==> src/rtl/trc_pkg.sv <==
package trc_pkg;

  typedef enum logic [1:0] {
    MODE_FLOW       = 2'd0,
    MODE_FLOW_DEDUP = 2'd1,
    MODE_DETAIL     = 2'd2,
    MODE_ALLPC      = 2'd3
  } trc_mode_e;

  localparam logic [1:0] KIND_FREE  = 2'b00;
  localparam logic [1:0] KIND_FETCH = 2'b01;

  localparam int WORDS_PER_LINE = 3;

  // Strobes from control to datapath
  typedef struct packed {
    logic wrEn;   // write the assembled line this edge
    logic mute;   // force read data to zero
  } trc_stb_t;

endpackage

==> src/rtl/trc_ctrl.sv <==
module trc_ctrl
  import trc_pkg::*;
#(
  parameter int DEPTH = 64,
  localparam int LW = $clog2(DEPTH),
  localparam int CW = $clog2(DEPTH + 1),
  parameter int DW = 16
) (
  input  logic          clk,
  input  logic          rstN,
  input  logic          traceArm,
  input  logic          secure,
  input  trc_mode_e     mode,
  input  logic          pcValid,
  input  logic          cofValid,
  input  logic [DW-1:0] cpuPc,
  input  logic [1:0]    cycKind,
  input  logic          rdStrobe,
  output trc_stb_t      stb,
  output logic [LW-1:0] wrLine,
  output logic [LW-1:0] rdLine,
  output logic [1:0]    rdWord,
  output logic [CW-1:0] entryCnt,
  output logic          wrapped
);

  localparam logic [CW-1:0] FULL_CNT = CW'(DEPTH);
  localparam logic [LW-1:0] LAST_LINE = LW'(DEPTH - 1);

  logic          armQ;
  logic [LW-1:0] wrPtr;
  logic [CW-1:0] cnt;
  logic          wrapQ;
  logic [DW-1:0] lastSrc;
  logic          lastOk;

  logic          sessStart, sessStop;
  logic [LW-1:0] baseWr;
  logic [CW-1:0] baseCnt;
  logic          baseLastOk;
  logic          qualify, capture, isFull;

  assign sessStart  = traceArm & ~armQ;
  assign sessStop   = ~traceArm & armQ;
  assign baseWr     = sessStart ? '0 : wrPtr;
  assign baseCnt    = sessStart ? '0 : cnt;
  assign baseLastOk = sessStart ? 1'b0 : lastOk;
  assign isFull     = (baseCnt == FULL_CNT);

  always_comb begin
    unique case (mode)
      MODE_FLOW:       qualify = cofValid;
      MODE_FLOW_DEDUP: qualify = cofValid & ~(baseLastOk & (lastSrc == cpuPc));
      MODE_DETAIL:     qualify = (cycKind != KIND_FREE) && (cycKind != KIND_FETCH);
      default:         qualify = pcValid;
    endcase
  end

  assign capture = traceArm & ~secure & qualify;

  // Write side
  always_ff @(posedge clk or negedge rstN) begin
    if (!rstN) begin
      armQ    <= 1'b0;
      wrPtr   <= '0;
      cnt     <= '0;
      wrapQ   <= 1'b0;
      lastSrc <= '0;
      lastOk  <= 1'b0;
    end else begin
      armQ <= traceArm;
      if (sessStart) begin
        wrPtr  <= '0;
        cnt    <= '0;
        wrapQ  <= 1'b0;
        lastOk <= 1'b0;
      end
      if (capture) begin
        wrPtr   <= (baseWr == LAST_LINE) ? '0 : baseWr + 1'b1;
        cnt     <= isFull ? baseCnt : baseCnt + 1'b1;
        wrapQ   <= (sessStart ? 1'b0 : wrapQ) | isFull;
        lastSrc <= cpuPc;
        lastOk  <= 1'b1;
      end
    end
  end

  // Read side
  always_ff @(posedge clk or negedge rstN) begin
    if (!rstN) begin
      rdLine <= '0;
      rdWord <= '0;
    end else if (sessStop) begin
      rdLine <= wrapQ ? wrPtr : '0;
      rdWord <= '0;
    end else if (rdStrobe && !traceArm) begin
      if (rdWord == 2'(WORDS_PER_LINE - 1)) begin
        rdWord <= '0;
        rdLine <= (rdLine == LAST_LINE) ? '0 : rdLine + 1'b1;
      end else begin
        rdWord <= rdWord + 1'b1;
      end
    end
  end

  assign stb.wrEn = capture;
  assign stb.mute = traceArm | (cnt == '0);
  assign wrLine   = baseWr;
  assign entryCnt = cnt;
  assign wrapped  = wrapQ;

endmodule

==> src/rtl/trc_data.sv <==
module trc_data
  import trc_pkg::*;
#(
  parameter int DEPTH = 64,
  parameter int DW = 16,
  localparam int LW = $clog2(DEPTH)
) (
  input  logic          clk,
  input  trc_stb_t      stb,
  input  trc_mode_e     mode,
  input  logic [LW-1:0] wrLine,
  input  logic [LW-1:0] rdLine,
  input  logic [1:0]    rdWord,
  input  logic [DW-1:0] cpuPc,
  input  logic [DW-1:0] cofDest,
  input  logic [DW-1:0] busAddr,
  input  logic [DW-1:0] busData,
  input  logic          busWrite,
  input  logic          busWord,
  output logic [DW-1:0] rdData
);

  logic [DW-1:0] store [DEPTH][WORDS_PER_LINE];
  logic [DW-1:0] newWord [WORDS_PER_LINE];
  logic          isDetail;

  assign isDetail = (mode == MODE_DETAIL);

  always_comb begin
    newWord[0]      = '0;
    newWord[0][1:0] = mode;
    newWord[0][2]   = isDetail & busWrite;
    newWord[0][3]   = isDetail & busWord;
    newWord[1]      = isDetail ? busAddr : cpuPc;
    if (isDetail)                newWord[2] = busData;
    else if (mode == MODE_ALLPC) newWord[2] = '0;
    else                         newWord[2] = cofDest;
  end

  for (genvar w = 0; w < WORDS_PER_LINE; w++) begin : g_word
    always_ff @(posedge clk) begin
      if (stb.wrEn) store[wrLine][w] <= newWord[w];
    end
  end

  always_comb begin
    if (stb.mute || rdWord >= 2'(WORDS_PER_LINE)) rdData = '0;
    else                                           rdData = store[rdLine][rdWord];
  end

endmodule

==> src/rtl/trace_buf.sv <==
module trace_buf
  import trc_pkg::*;
#(
  parameter int DEPTH = 64,
  parameter int DW = 16,
  localparam int LW = $clog2(DEPTH),
  localparam int CW = $clog2(DEPTH + 1)
) (
  input  logic          clk,
  input  logic          rstN,
  input  logic          traceArm,
  input  logic          secure,
  input  logic [1:0]    modeSel,
  input  logic          pcValid,
  input  logic [DW-1:0] cpuPc,
  input  logic          cofValid,
  input  logic [DW-1:0] cofDest,
  input  logic [1:0]    cycKind,
  input  logic [DW-1:0] busAddr,
  input  logic [DW-1:0] busData,
  input  logic          busWrite,
  input  logic          busWord,
  input  logic          rdStrobe,
  output logic [DW-1:0] rdData,
  output logic [CW-1:0] entryCnt,
  output logic          wrapped
);

  trc_mode_e     mode;
  trc_stb_t      stb;
  logic [LW-1:0] wrLine, rdLine;
  logic [1:0]    rdWord;

  assign mode = trc_mode_e'(modeSel);

  trc_ctrl #(.DEPTH(DEPTH), .DW(DW)) u_ctrl (
    .clk(clk), .rstN(rstN), .traceArm(traceArm), .secure(secure),
    .mode(mode), .pcValid(pcValid), .cofValid(cofValid), .cpuPc(cpuPc),
    .cycKind(cycKind), .rdStrobe(rdStrobe), .stb(stb), .wrLine(wrLine),
    .rdLine(rdLine), .rdWord(rdWord), .entryCnt(entryCnt), .wrapped(wrapped)
  );

  trc_data #(.DEPTH(DEPTH), .DW(DW)) u_data (
    .clk(clk), .stb(stb), .mode(mode), .wrLine(wrLine), .rdLine(rdLine),
    .rdWord(rdWord), .cpuPc(cpuPc), .cofDest(cofDest), .busAddr(busAddr),
    .busData(busData), .busWrite(busWrite), .busWord(busWord), .rdData(rdData)
  );

endmodule

==> config.mk <==
export PLATFORM = sky130hd
export DESIGN_NAME = trace_buf
export DESIGN_NICKNAME = d
export VERILOG_FILES = /design/src/rtl/trc_pkg.sv /design/src/rtl/trc_ctrl.sv /design/src/rtl/trc_data.sv /design/src/rtl/trace_buf.sv
export SDC_FILE = /design/constraint.sdc
export NUM_CORES = 2
export LEC_CHECK = 0
export BUFFER_PORTS_ARGS = -buffer_cell sky130_fd_sc_hd__buf_2
export CORE_MARGIN = 2
export CORE_UTILIZATION = 50
export DETAILED_ROUTE_END_ITERATION = 6
export HOLD_SLACK_MARGIN = 0.03
export PLACE_DENSITY_LB_ADDON = 0.3
export SLEW_MARGIN = 20
export SYNTH_ARGS = -nofsm -noshare
export SYNTH_HDL_FRONTEND = slang
export SYNTH_SLANG_ARGS = --single-unit
==> constraint.sdc <==
create_clock -name clk -period 3.6 [get_ports clk]
set_input_delay 0 -clock clk [delete_from_list [all_inputs] [get_ports clk]]
set_output_delay 0 -clock clk [all_outputs]
set_load 0.05 [all_outputs]
==> summary.txt <==
Setup path
  • WP buf/inv: 5
  • Crit end category: output port
  • Crit path required time: 3.60 ns
  • CP delay by family, top: multiplexers
  • Worst-path maximum fanout: 7
  • Delay of the slowest cell on the worst path: 0.52 ns
  • Crit Path Class: reg -> out
  • Crit path DAT: about 4.0 ns
  • CP max stage cell: mux4_2
  • CP startpoint kind: register
  • Cells along the critical path: buf_12, buf_16, buf_16, mux4_2, mux4_2, o211ai_1, buf_4, o211ai_1, buf_4

Clock network
  • Worst-Skew Late Latency: 0.88 ns
  • TritonCTS Buffers: 223
  • Clk root buf: clkbuf_16
  • Reg clk slew, reported paths: around 0.07 ns
  • TritonCTS clock tree: built
  • CTS max path bufs: 3
  • CTS sink count: 2,344
  • H-tree levels: 4

Global routing
  • Largest net degree at the start of global routing: 74
  • Top Usage Layer GRT: met2
  • GRT overflow: 0
  • GR Util met2: 43.9%
  • Initial antenna violation count: 9
  • Grt met1 use: between 30% and 40%
  • First-pass GRT wire length: roughly 360 mm
  • GRT Util Overall: 27.6%
  • Vias in the first global route: between 40k and 50k
  • Met3 global-route usage: under 10%

Yosys
  • FF+latch count, synth: roughly 2.3k
  • Synth top area cells: edfxtp_1 (76%), mux4_2 (15%), dfrtp_1 (1.1%)
  • Mapped Avg Cell Area: roughly 22 um2
  • Post-Syn Instances: 4,075
  • Top-count cell post-synth: edfxtp_1
  • Synth top area share: 76.1%
  • Synth Warn #: 0
  • Sequential share of the synthesized area: approximately 77%
  • Commonest cells post-synth: edfxtp_1 (2,304), mux4_2 (606), nand2_1 (157)
  • Post-synth EDFFs: 2,304
  • Post-synthesis async set-or-reset flop share: between 1.5 and 2%
  • Net Count, Synth: 4,156
  • Synth Flop Type: edfxtp_1
  • Mapped Area: between 0.09 and 0.1 mm2
  • Library cells used by synthesis: 71
  • Cell taking the most area after synthesis: edfxtp_1

Layout
  • Area Growth Syn to Fin: 18.7%
  • Post-Route Utilization: 59.7%
  • Area of the multi-input gates: 0.0203 mm2
  • Fill count: 12.4k
  • Layout cell share with drive strength beyond 1: about a third
  • Nets@finish: roughly 4.8k
  • Register Area: 0.0702 mm2

Outcome
  • Status: finished with violations
  • Failing checks: setup timing

Detailed routing
  • DRC errors left: 0
  • Final wirelength: 255 mm
  • Via count: 47.7k
  • Starting DRT DRC Count: around 7.4k
  • Vias/cell: roughly 6.5
  • DR WL/cell: 35.1 um
  • TritonRoute pass-1 iters: 5
  • Post-route ant nets: 0

Run
  • Max_cap viols: 0

Die
  • Die Wd: 430 um
  • Die footprint: 0.185 mm2
  • Number of cell rows: 156
  • I/O pins: 101
  • Height of the die: 430 um
  • CORE AREA: about 0.18 mm2
  • Initial Util: 50.3%

Timing
  • Final setup fails: 16
  • Setup Skew: 0.0415 ns
  • Minimum hold slack: 0.0856 ns
  • Minimum clock period: 3.97 ns
  • Final Hold Fails: 0
  • Final worst setup slack: -0.375 ns
  • Max Clk Rate: 252 MHz
  • Max-slew violations: 0
  • Tightest Pin Transition: 1.17 ns
  • RSZ-0062 raised after global routing: true
  • Tcrit/Tclk final: 110%
  • Worst rel slew slack: 22.0%

Placement
  • DP HPWL: 145 mm
  • Port bufs: 99
  • GP Congestion: around 0.83

Power and ir drop
  • VDD IR max: 0.000510 V
  • P_int: 44.8 mW
  • Cell Pwr Density: 527 mW/mm2
  • Sequential power share: 53.3%
  • Clock Power Share: 41.5%
  • Static leakage: 33.4 nW
  • Sw Ratio: about a fifth
  • Net Switching: 12.1 mW
  • Combinational fraction of design power: 5.2%

Hold path
  • Hold Path Class: in -> reg
## placed cells by master, fill, tap and decap left out, drive strengths merged, types with 15 or more instances in the layout
cell,synthesis,final
a22oi,42,42
mux4,607,607
edfxtp,2304,2304
dfrtp,40,40
o21ai,47,47
clkinv,1,105
nand3,44,44
clkbuf,65,270
xnor2,21,21
nor2b,26,26
buf,164,559
nor2,93,93
a21oi,25,25
mux2,41,41
nor4,15,15
nand4,27,27
o211ai,19,19
o22ai,45,45
dlygate4sd3,0,84
bufinv,0,26
nand2,157,157
mux2i,63,63
nand2b,16,16
inv,27,37
nor3,17,17
## worst paths after layout
check | cells past startpoint | endpoint | startpoint | slack (ns)
setup reg to reg | 8 | u_data.store[34][12] | u_ctrl.lastSrc[1] | 0.06
setup / recovery | 9 | rdData[8] | u_ctrl.rdLine[0] | -0.37
max in group asynchronous | 4 | u_ctrl.lastSrc[6] | rstN | 3.05
min in group asynchronous | 4 | u_ctrl.lastSrc[1] | rstN | 0.27
hold reg to reg | 2 | u_ctrl.lastOk | u_ctrl.lastOk | 0.48
hold / removal | 3 | u_data.store[53][31] | busAddr[15] | 0.09
## tightest hold or removal path, delay by kind of cell
family,cells,cell delay [ns]
multiplexers,1,0.25
buffers and inverters,2,0.42
## cell families after synthesis
family,Yosys count,share of synthesized area [%]
adder cells (fa/ha/maj),4,0.0550
flip-flops,2344,77.2
buffers and inverters,257,1.70
multiplexers,711,16.2
AO/OA/AOI/OAI,291,2.26
AND/OR/NAND/NOR,445,2.35
XOR/XNOR,23,0.222
## metal layers
layer	routed length, um	vias up
met1	95300	25401
met3	27000	493
li1	-	18614
met4	9060	6
met5	37	-
met2	124000	3141
## power groups by stage
| stage | combinational (mW) | clock, mW | sequential, mW |
|---|---|---|---|
| finish | 2.95 | 23.7 | 30.3 |
| global route | 3.10 | 24.9 | 30.3 |
| CTS | 2.86 | 23.8 | 30.3 |
| detailed placement | 2.55 | 0 | 30.9 |
| global placement | 2.48 | 0 | 30.9 |
| floorplan | 1.48 | 0 | 31.0 |
## timing repair
item / in CTS / in global routing
gates cloned: 8 / 6
resized for setup: 117 / 62
hold buffers: 92 / 4
setup endpoints to repair: 16 / 21
buffers inserted: 44 / 29
pin swaps: 22 / 22
endpoints found under the hold margin: 1048 / 238
## final cells by class
class	instances	area share (%)
Antenna cell	5	0.0116
Sequential cell	2344	65.0
Clock buffer	264	5.35
Timing Repair Buffer	651	6.46
Clock inverter	151	1.47
Tap cell	2370	2.75
Inverter	28	0.109
Multi-Input combinational cell	1474	18.8
## state kept, by name (all words and copies together), names as in the netlist
signal,flops
u_ctrl.wrapped,1
u_ctrl.lastSrc,16
u_ctrl.entryCnt,7
u_ctrl.armQ,1
u_ctrl.lastOk,1
u_ctrl.rdWord,2
u_ctrl.rdLine,6
u_ctrl.wrPtr,6
u_data.store,2304
## through the flow
| stage | TNS, ns | std cells | setup WS [ns] | power (mW) | instance area (um2) |
|---|---|---|---|---|---|
| final | -3.60 | 7287 | -0.375 | 56.9 | 108000 |
| after global routing | -4.52 | 7282 | -0.391 | 58.3 | 108000 |
| after CTS | -4.14 | 7244 | -0.346 | 57.0 | 107000 |
| after detailed placement | 0 | 6686 | 0.0977 | 33.5 | 97600 |
| after global placement | 0 | 6686 | 0.133 | 33.4 | 97600 |
| after floorplan | -135.22 | 4075 | -0.222 | 32.4 | 91000 |
No activity file was read; power rests on OpenSTA's default activity.
